File: config.mk
export PLATFORM = sky130hd
export DESIGN_NAME = lc_line_encoder
export DESIGN_NICKNAME = d
export VERILOG_FILES = /design/src/rtl/lc_enc_pkg.sv /design/src/rtl/lc_enc_capture.sv /design/src/rtl/lc_enc_subst.sv /design/src/rtl/lc_enc_polarity.sv /design/src/rtl/lc_line_encoder.sv
export SDC_FILE = /design/constraint.sdc
export NUM_CORES = 1
export LEC_CHECK = 0
export BUFFER_PORTS_ARGS = -buffer_cell sky130_fd_sc_hd__buf_2
export CORE_MARGIN = 2
export CORE_UTILIZATION = 45
export DETAILED_ROUTE_END_ITERATION = 8
export PLACE_DENSITY = 0.68
export SKIP_CTS_REPAIR_TIMING = 1
export SLEW_MARGIN = 20
export SYNTH_ARGS = -nofsm -noshare
export SYNTH_HDL_FRONTEND = slang
export SYNTH_SLANG_ARGS = --single-unit
File: constraint.sdc
create_clock -name clk -period 3.6 [get_ports clk]
set_input_delay 0.18 -clock clk [delete_from_list [all_inputs] [get_ports clk]]
set_output_delay 0.18 -clock clk [all_outputs]
set_load 0.02 [all_outputs]
File: src/rtl/lc_enc_pkg.sv
package lc_enc_pkg;

  // Run lengths of the two substitution codes.
  localparam int LONG_RUN  = 8;
  localparam int SHORT_RUN = 4;

  typedef enum logic [1:0] {
    SYM_ZERO = 2'd0,
    SYM_MARK = 2'd1,
    SYM_VIOL = 2'd2,
    SYM_BAL  = 2'd3
  } sym_e;

  // raw = 1: code holds {pos, neg} to be sent unmodified.
  // raw = 0: code holds a sym_e whose polarity is chosen at the output.
  typedef struct packed {
    logic       raw;
    logic [1:0] code;
  } tok_t;

  localparam tok_t TOK_IDLE = '{raw: 1'b1, code: 2'b00};

  function automatic tok_t mk_tok(sym_e k);
    mk_tok = '{raw: 1'b0, code: k};
  endfunction

  function automatic logic is_sym(tok_t t, sym_e k);
    return !t.raw && (t.code == k);
  endfunction

endpackage

File: src/rtl/lc_enc_capture.sv
module lc_enc_capture
  import lc_enc_pkg::*;
(
  input  logic clk,
  input  logic rst,
  input  logic uni_en,
  input  logic zsub_en,
  input  logic e1_sel,
  input  logic all_ones,
  input  logic tx_data,
  input  logic tx_neg,
  output tok_t cap_tok,
  output logic cap_zsub,
  output logic cap_e1
);

  // The falling edge samples the data. Each bit keeps the mode that was
  // present when it was taken in.
  always_ff @(negedge clk) begin
    if (rst) begin
      cap_tok  <= TOK_IDLE;
      cap_zsub <= 1'b0;
      cap_e1   <= 1'b0;
    end else begin
      if (all_ones)
        cap_tok <= mk_tok(SYM_MARK);
      else if (!uni_en)
        cap_tok <= '{raw: 1'b1, code: {tx_data, tx_neg}};
      else
        cap_tok <= mk_tok(tx_data ? SYM_MARK : SYM_ZERO);
      cap_zsub <= uni_en & zsub_en;
      cap_e1   <= e1_sel;
    end
  end

endmodule

File: src/rtl/lc_enc_subst.sv
module lc_enc_subst
  import lc_enc_pkg::*;
#(
  parameter int DEPTH     = LONG_RUN,
  parameter int RUN_LONG  = LONG_RUN,
  parameter int RUN_SHORT = SHORT_RUN
) (
  input  logic clk,
  input  logic rst,
  input  tok_t cap_tok,
  input  logic cap_zsub,
  input  logic cap_e1,
  output tok_t tail_tok
);

  localparam int TAP = RUN_SHORT;   // first stage behind the short window

  tok_t pipe_q  [DEPTH];
  tok_t shift_d [DEPTH];
  tok_t sub_d   [DEPTH];
  logic odd_q;
  logic par_now;
  logic long_zero;
  logic short_zero;

  always_comb begin
    shift_d[0] = cap_tok;
    for (int i = 1; i < DEPTH; i++) shift_d[i] = pipe_q[i-1];

    long_zero = 1'b1;
    for (int i = 0; i < RUN_LONG; i++)
      long_zero = long_zero & is_sym(shift_d[i], SYM_ZERO);
    short_zero = 1'b1;
    for (int i = 0; i < RUN_SHORT; i++)
      short_zero = short_zero & is_sym(shift_d[i], SYM_ZERO);

    sub_d = shift_d;

    // Eight-zero code: oldest first 0 0 0 V B 0 V B.
    if (cap_zsub && !cap_e1 && long_zero) begin
      sub_d[RUN_LONG-4] = mk_tok(SYM_VIOL);
      sub_d[RUN_LONG-5] = mk_tok(SYM_BAL);
      sub_d[RUN_LONG-7] = mk_tok(SYM_VIOL);
      sub_d[RUN_LONG-8] = mk_tok(SYM_BAL);
    end

    // Parity of the pulses since the last violation, up to and including
    // the symbol just ahead of the short window.
    if (is_sym(sub_d[TAP], SYM_VIOL))
      par_now = 1'b0;
    else
      par_now = odd_q ^ (is_sym(sub_d[TAP], SYM_MARK) | is_sym(sub_d[TAP], SYM_BAL));

    // Four-zero code: 0 0 0 V after an odd count, B 0 0 V after an even one.
    if (cap_zsub && cap_e1 && short_zero) begin
      sub_d[0] = mk_tok(SYM_VIOL);
      if (!par_now) sub_d[RUN_SHORT-1] = mk_tok(SYM_BAL);
    end
  end

  always_ff @(posedge clk) begin
    if (rst) begin
      for (int i = 0; i < DEPTH; i++) pipe_q[i] <= TOK_IDLE;
      odd_q <= 1'b0;
    end else begin
      for (int i = 0; i < DEPTH; i++) pipe_q[i] <= sub_d[i];
      odd_q <= par_now;
    end
  end

  assign tail_tok = pipe_q[DEPTH-1];

endmodule

File: src/rtl/lc_enc_polarity.sv
module lc_enc_polarity
  import lc_enc_pkg::*;
(
  input  logic clk,
  input  logic rst,
  input  tok_t tail_tok,
  output logic pos_q,
  output logic neg_q
);

  logic last_neg_q;   // 1: the last pulse was negative

  always_ff @(posedge clk) begin
    if (rst) begin
      pos_q      <= 1'b0;
      neg_q      <= 1'b0;
      last_neg_q <= 1'b1;
    end else if (tail_tok.raw) begin
      pos_q <= tail_tok.code[1];
      neg_q <= tail_tok.code[0];
    end else begin
      case (sym_e'(tail_tok.code))
        SYM_MARK, SYM_BAL: begin
          pos_q      <= last_neg_q;
          neg_q      <= !last_neg_q;
          last_neg_q <= !last_neg_q;
        end
        SYM_VIOL: begin
          pos_q <= !last_neg_q;
          neg_q <= last_neg_q;
        end
        default: begin
          pos_q <= 1'b0;
          neg_q <= 1'b0;
        end
      endcase
    end
  end

endmodule

File: src/rtl/lc_line_encoder.sv
module lc_line_encoder
  import lc_enc_pkg::*;
#(
  parameter int PIPE_DEPTH = LONG_RUN
) (
  input  logic clk,
  input  logic rst,
  input  logic uni_en,
  input  logic zsub_en,
  input  logic e1_sel,
  input  logic all_ones,
  input  logic tx_data,
  input  logic tx_neg,
  output logic pos_out,
  output logic neg_out
);

  tok_t cap_tok;
  tok_t tail_tok;
  logic cap_zsub;
  logic cap_e1;

  lc_enc_capture u_capture (
    .clk      (clk),
    .rst      (rst),
    .uni_en   (uni_en),
    .zsub_en  (zsub_en),
    .e1_sel   (e1_sel),
    .all_ones (all_ones),
    .tx_data  (tx_data),
    .tx_neg   (tx_neg),
    .cap_tok  (cap_tok),
    .cap_zsub (cap_zsub),
    .cap_e1   (cap_e1)
  );

  lc_enc_subst #(
    .DEPTH     (PIPE_DEPTH),
    .RUN_LONG  (LONG_RUN),
    .RUN_SHORT (SHORT_RUN)
  ) u_subst (
    .clk      (clk),
    .rst      (rst),
    .cap_tok  (cap_tok),
    .cap_zsub (cap_zsub),
    .cap_e1   (cap_e1),
    .tail_tok (tail_tok)
  );

  lc_enc_polarity u_polarity (
    .clk      (clk),
    .rst      (rst),
    .tail_tok (tail_tok),
    .pos_q    (pos_out),
    .neg_q    (neg_out)
  );

endmodule

==> qor.txt <==
Post-DP HPWL - 1180 um
Cell taking the most area after synthesis - dfxtp_1
Clock share of power - 37.5%
Post-synth top flop - dfxtp_1
Max Root-Sink Buffers - 2
Core Area - 0.00225 mm2
Combinational share of power - 2.9%
Via Count - 726
Worst slew pin tran - 509 ps
Buffers on Ports - 9
Syn nets - 111
Sequential share of power - 59.6%
Worst r2r src - u_capture.cap_tok[0]
Clock Sink Count - 33
Via-to-Cell Ratio - 4.87
DIE WIDTH - 53.2 um
Crit end category - register
Slew Limit Fails - 0
Syn Area/Cell - 10.6 um2
Layout Nets - 128
Internal power - 489 uW
Worst-path clk slew - 100 ps
Arr. time, crit path - 3410 ps
Synth warn - 0
EDFF count, synth - 0
Hold depth - 2
Residual DRC count - 0
Vias in the first global route - 698
Top routing layer in use - met4
CP Max Fanout - 5
Worst path required time - 3830 ps
Pleak - 0.507 nW
Num CTS Buffers - 5
Max-cap viol count - 0
Clk_skew - 54.7 ps
Final setup TNS - 0 ps
Synth Register Bits - 33
CTS tree - done
Mapped Cells - 103
Die height - 53.2 um
Wire length on met2 - 799 um
Area of the multi-input gates - 408 um2
Ranking of synthesized cells by area - dfxtp_1 61%, nor2b_1 6.9%, or2_2 4.6%
Starting density of the core - 48.4%
Slew HR - 66.1%
Post-synth top area share - 60.6%
DR iter-0 viols - 12
Post-layout instance area - 0.00124 mm2
Outcome - finished clean
Routed wire length on met3 - 91 um
Distinct cells, synth - 27
Max VDD drop - 0.325 mV
FF-to-FF End - u_subst.pipe_q[0][1]
Fraction of layout cells with a size suffix above 1 - 24.0%
Count leader, synth - dfxtp_1
Largest net degree at the start of global routing - 34
Switch share - 22.3%
H-tree Lvls - 2
RSZ-0062 raised after global routing - no
Post-DRT Antenna Nets - 0
Initial antenna violation count - 0
Final wirelength - 1700 um
First-pass GRT wire length - 2940 um
Metal-1 WL - 751 um
Register area share after synthesis - 60.6%
Top cells by count, synth - 33 x dfxtp_1, 12 x nor2b_1, 11 x nor2_1
Ports - 10
Total iterations of the first detailed-routing run - 4
Slowest cell on crit path - nor4b_2
Fin. Hold Viols - 0
Startpoint Class - register
Pwr dens - 508 mW/mm2
FP Rows - 17
Reg2reg setup slack - 420 ps
Die ar. - 0.00283 mm2
Area growth, synth to finish - 13.5%
Sw Pwr - 141 uW
Ys async rst share - 0%
Total GRT Usage - 15.4%
Worst path cell trace - nor4b_2, and4_4, nor2_1, a211oi_1
Hold endpoint - u_subst.pipe_q[0][19]
Worst hold-check path type - input pin to register
Clock insertion delay at the later pin of the skew report - 380 ps
Mapped Area - 0.00109 mm2
Storage cell area - 661 um2
Routed WL per cell - 11.4 um
Hold path start - rst
Area post-placement - 0.00116 mm2
WHS - 296 ps
Setup CP Type - register to register
# diodes - 0
Final setup fails - 0
Final GP Congestion - 0.701
Root buffer cell - clkbuf_4
Total grt overflow - 0
Largest stage delay on the critical path - 340 ps
Fillcell total - 225
Top cell family by delay on the critical path - simple AND/OR/NAND/NOR gates
Buffers & Inverters on Critical Path - 0
R2R cell count - 4
-- layout by cell type (no fill, tap or decap) --
master / n
o21a_1: 1
nor4_2: 1
nor3_1: 3
nor3b_1: 2
buf_2: 9
nor4_1: 2
a22oi_1: 1
a21o_1: 1
nor2_1: 11
o21ba_1: 2
clkbuf_4: 6
or2_2: 8
nand2b_1: 1
o21bai_1: 2
inv_1: 7
and4_4: 1
nor2b_1: 12
o21ai_0: 1
nand4_1: 1
or2_0: 1
and2b_4: 1
a211oi_1: 4
nand2_1: 2
a21oi_1: 3
nor4b_1: 1
dfxtp_1: 33
a21boi_1: 1
clkbuf_8: 1
clkinv_2: 1
nor4b_2: 1
-- kinds of logic (layout without fill, tap and decap cells) --
group                  count (synthesis)  after routing  synth area share (%)
AO/OA/AOI/OAI                         16             16                  10.6
buffers and inverters                  6             24                  2.06
flip-flops                            33             33                  60.6
AND/OR/NAND/NOR                       48             48                  26.8
-- worst register-to-register path: cells and delay by family, from the launching register on --
family	cells	cell delay, ps
compound gates	1	240
flops	1	310
simple gates	3	700
-- per-layer routing --
metal  up-vias  global-route usage, %
met5         -                      0
met4         0                   10.3
li1        383                      -
met3         7                   7.63
met2        17                   24.3
met1       319                   16.0
-- state kept, by name (all words and copies together), names as in the netlist --
signal,cells
u_polarity.last_neg_q,1
u_polarity.neg_q,1
u_capture.cap_tok,3
u_capture.cap_zsub,1
u_polarity.pos_q,1
u_capture.cap_e1,1
u_subst.pipe_q,24
u_subst.odd_q,1
-- worst max-delay path by stage --
stage / startpoint / to / depth (start not counted)
2_1_floorplan: u_capture.cap_tok[0] / u_subst.odd_q / 4
3_3_place_gp: u_capture.cap_tok[0] / u_subst.pipe_q[0][13] / 4
3_5_place_dp: u_capture.cap_tok[0] / u_subst.pipe_q[0][1] / 4
4_1_cts: u_capture.cap_tok[0] / u_subst.pipe_q[0][1] / 4
5_1_grt: u_capture.cap_tok[0] / u_subst.pipe_q[0][1] / 4
6_report: u_capture.cap_tok[0] / u_subst.pipe_q[0][1] / 4
-- power groups by stage --
stage / Sequential, mW / Combinational [mW] / Clock (mW)
3_5_place_dp: 0.383 / 0.0185 / 0.0104
4_1_cts: 0.375 / 0.0186 / 0.243
3_3_place_gp: 0.383 / 0.0177 / 0.0104
6_report: 0.375 / 0.0182 / 0.236
2_1_floorplan: 0.382 / 0.0116 / 0.0104
5_1_grt: 0.376 / 0.0206 / 0.268
-- stage by stage --
step	utilization, %	setup WS (ps)	instances	power [mW]
global route	54.9	321	149	0.665
global placement	51.4	536	137	0.411
finish	54.9	419	149	0.630
floorplan	-	652	103	0.404
detailed placement	51.4	458	137	0.412
CTS	54.9	401	149	0.636
-- layout make-up --
type | count | share of cell area [%]
clock inverters | 6 | 1.92
well taps | 28 | 2.83
repair buffers | 9 | 3.64
multi-input cells | 64 | 32.9
clock buffers | 7 | 4.75
flip-flops and latches | 33 | 53.3
inverters | 2 | 0.606
(Power assumes the default switching activity.)
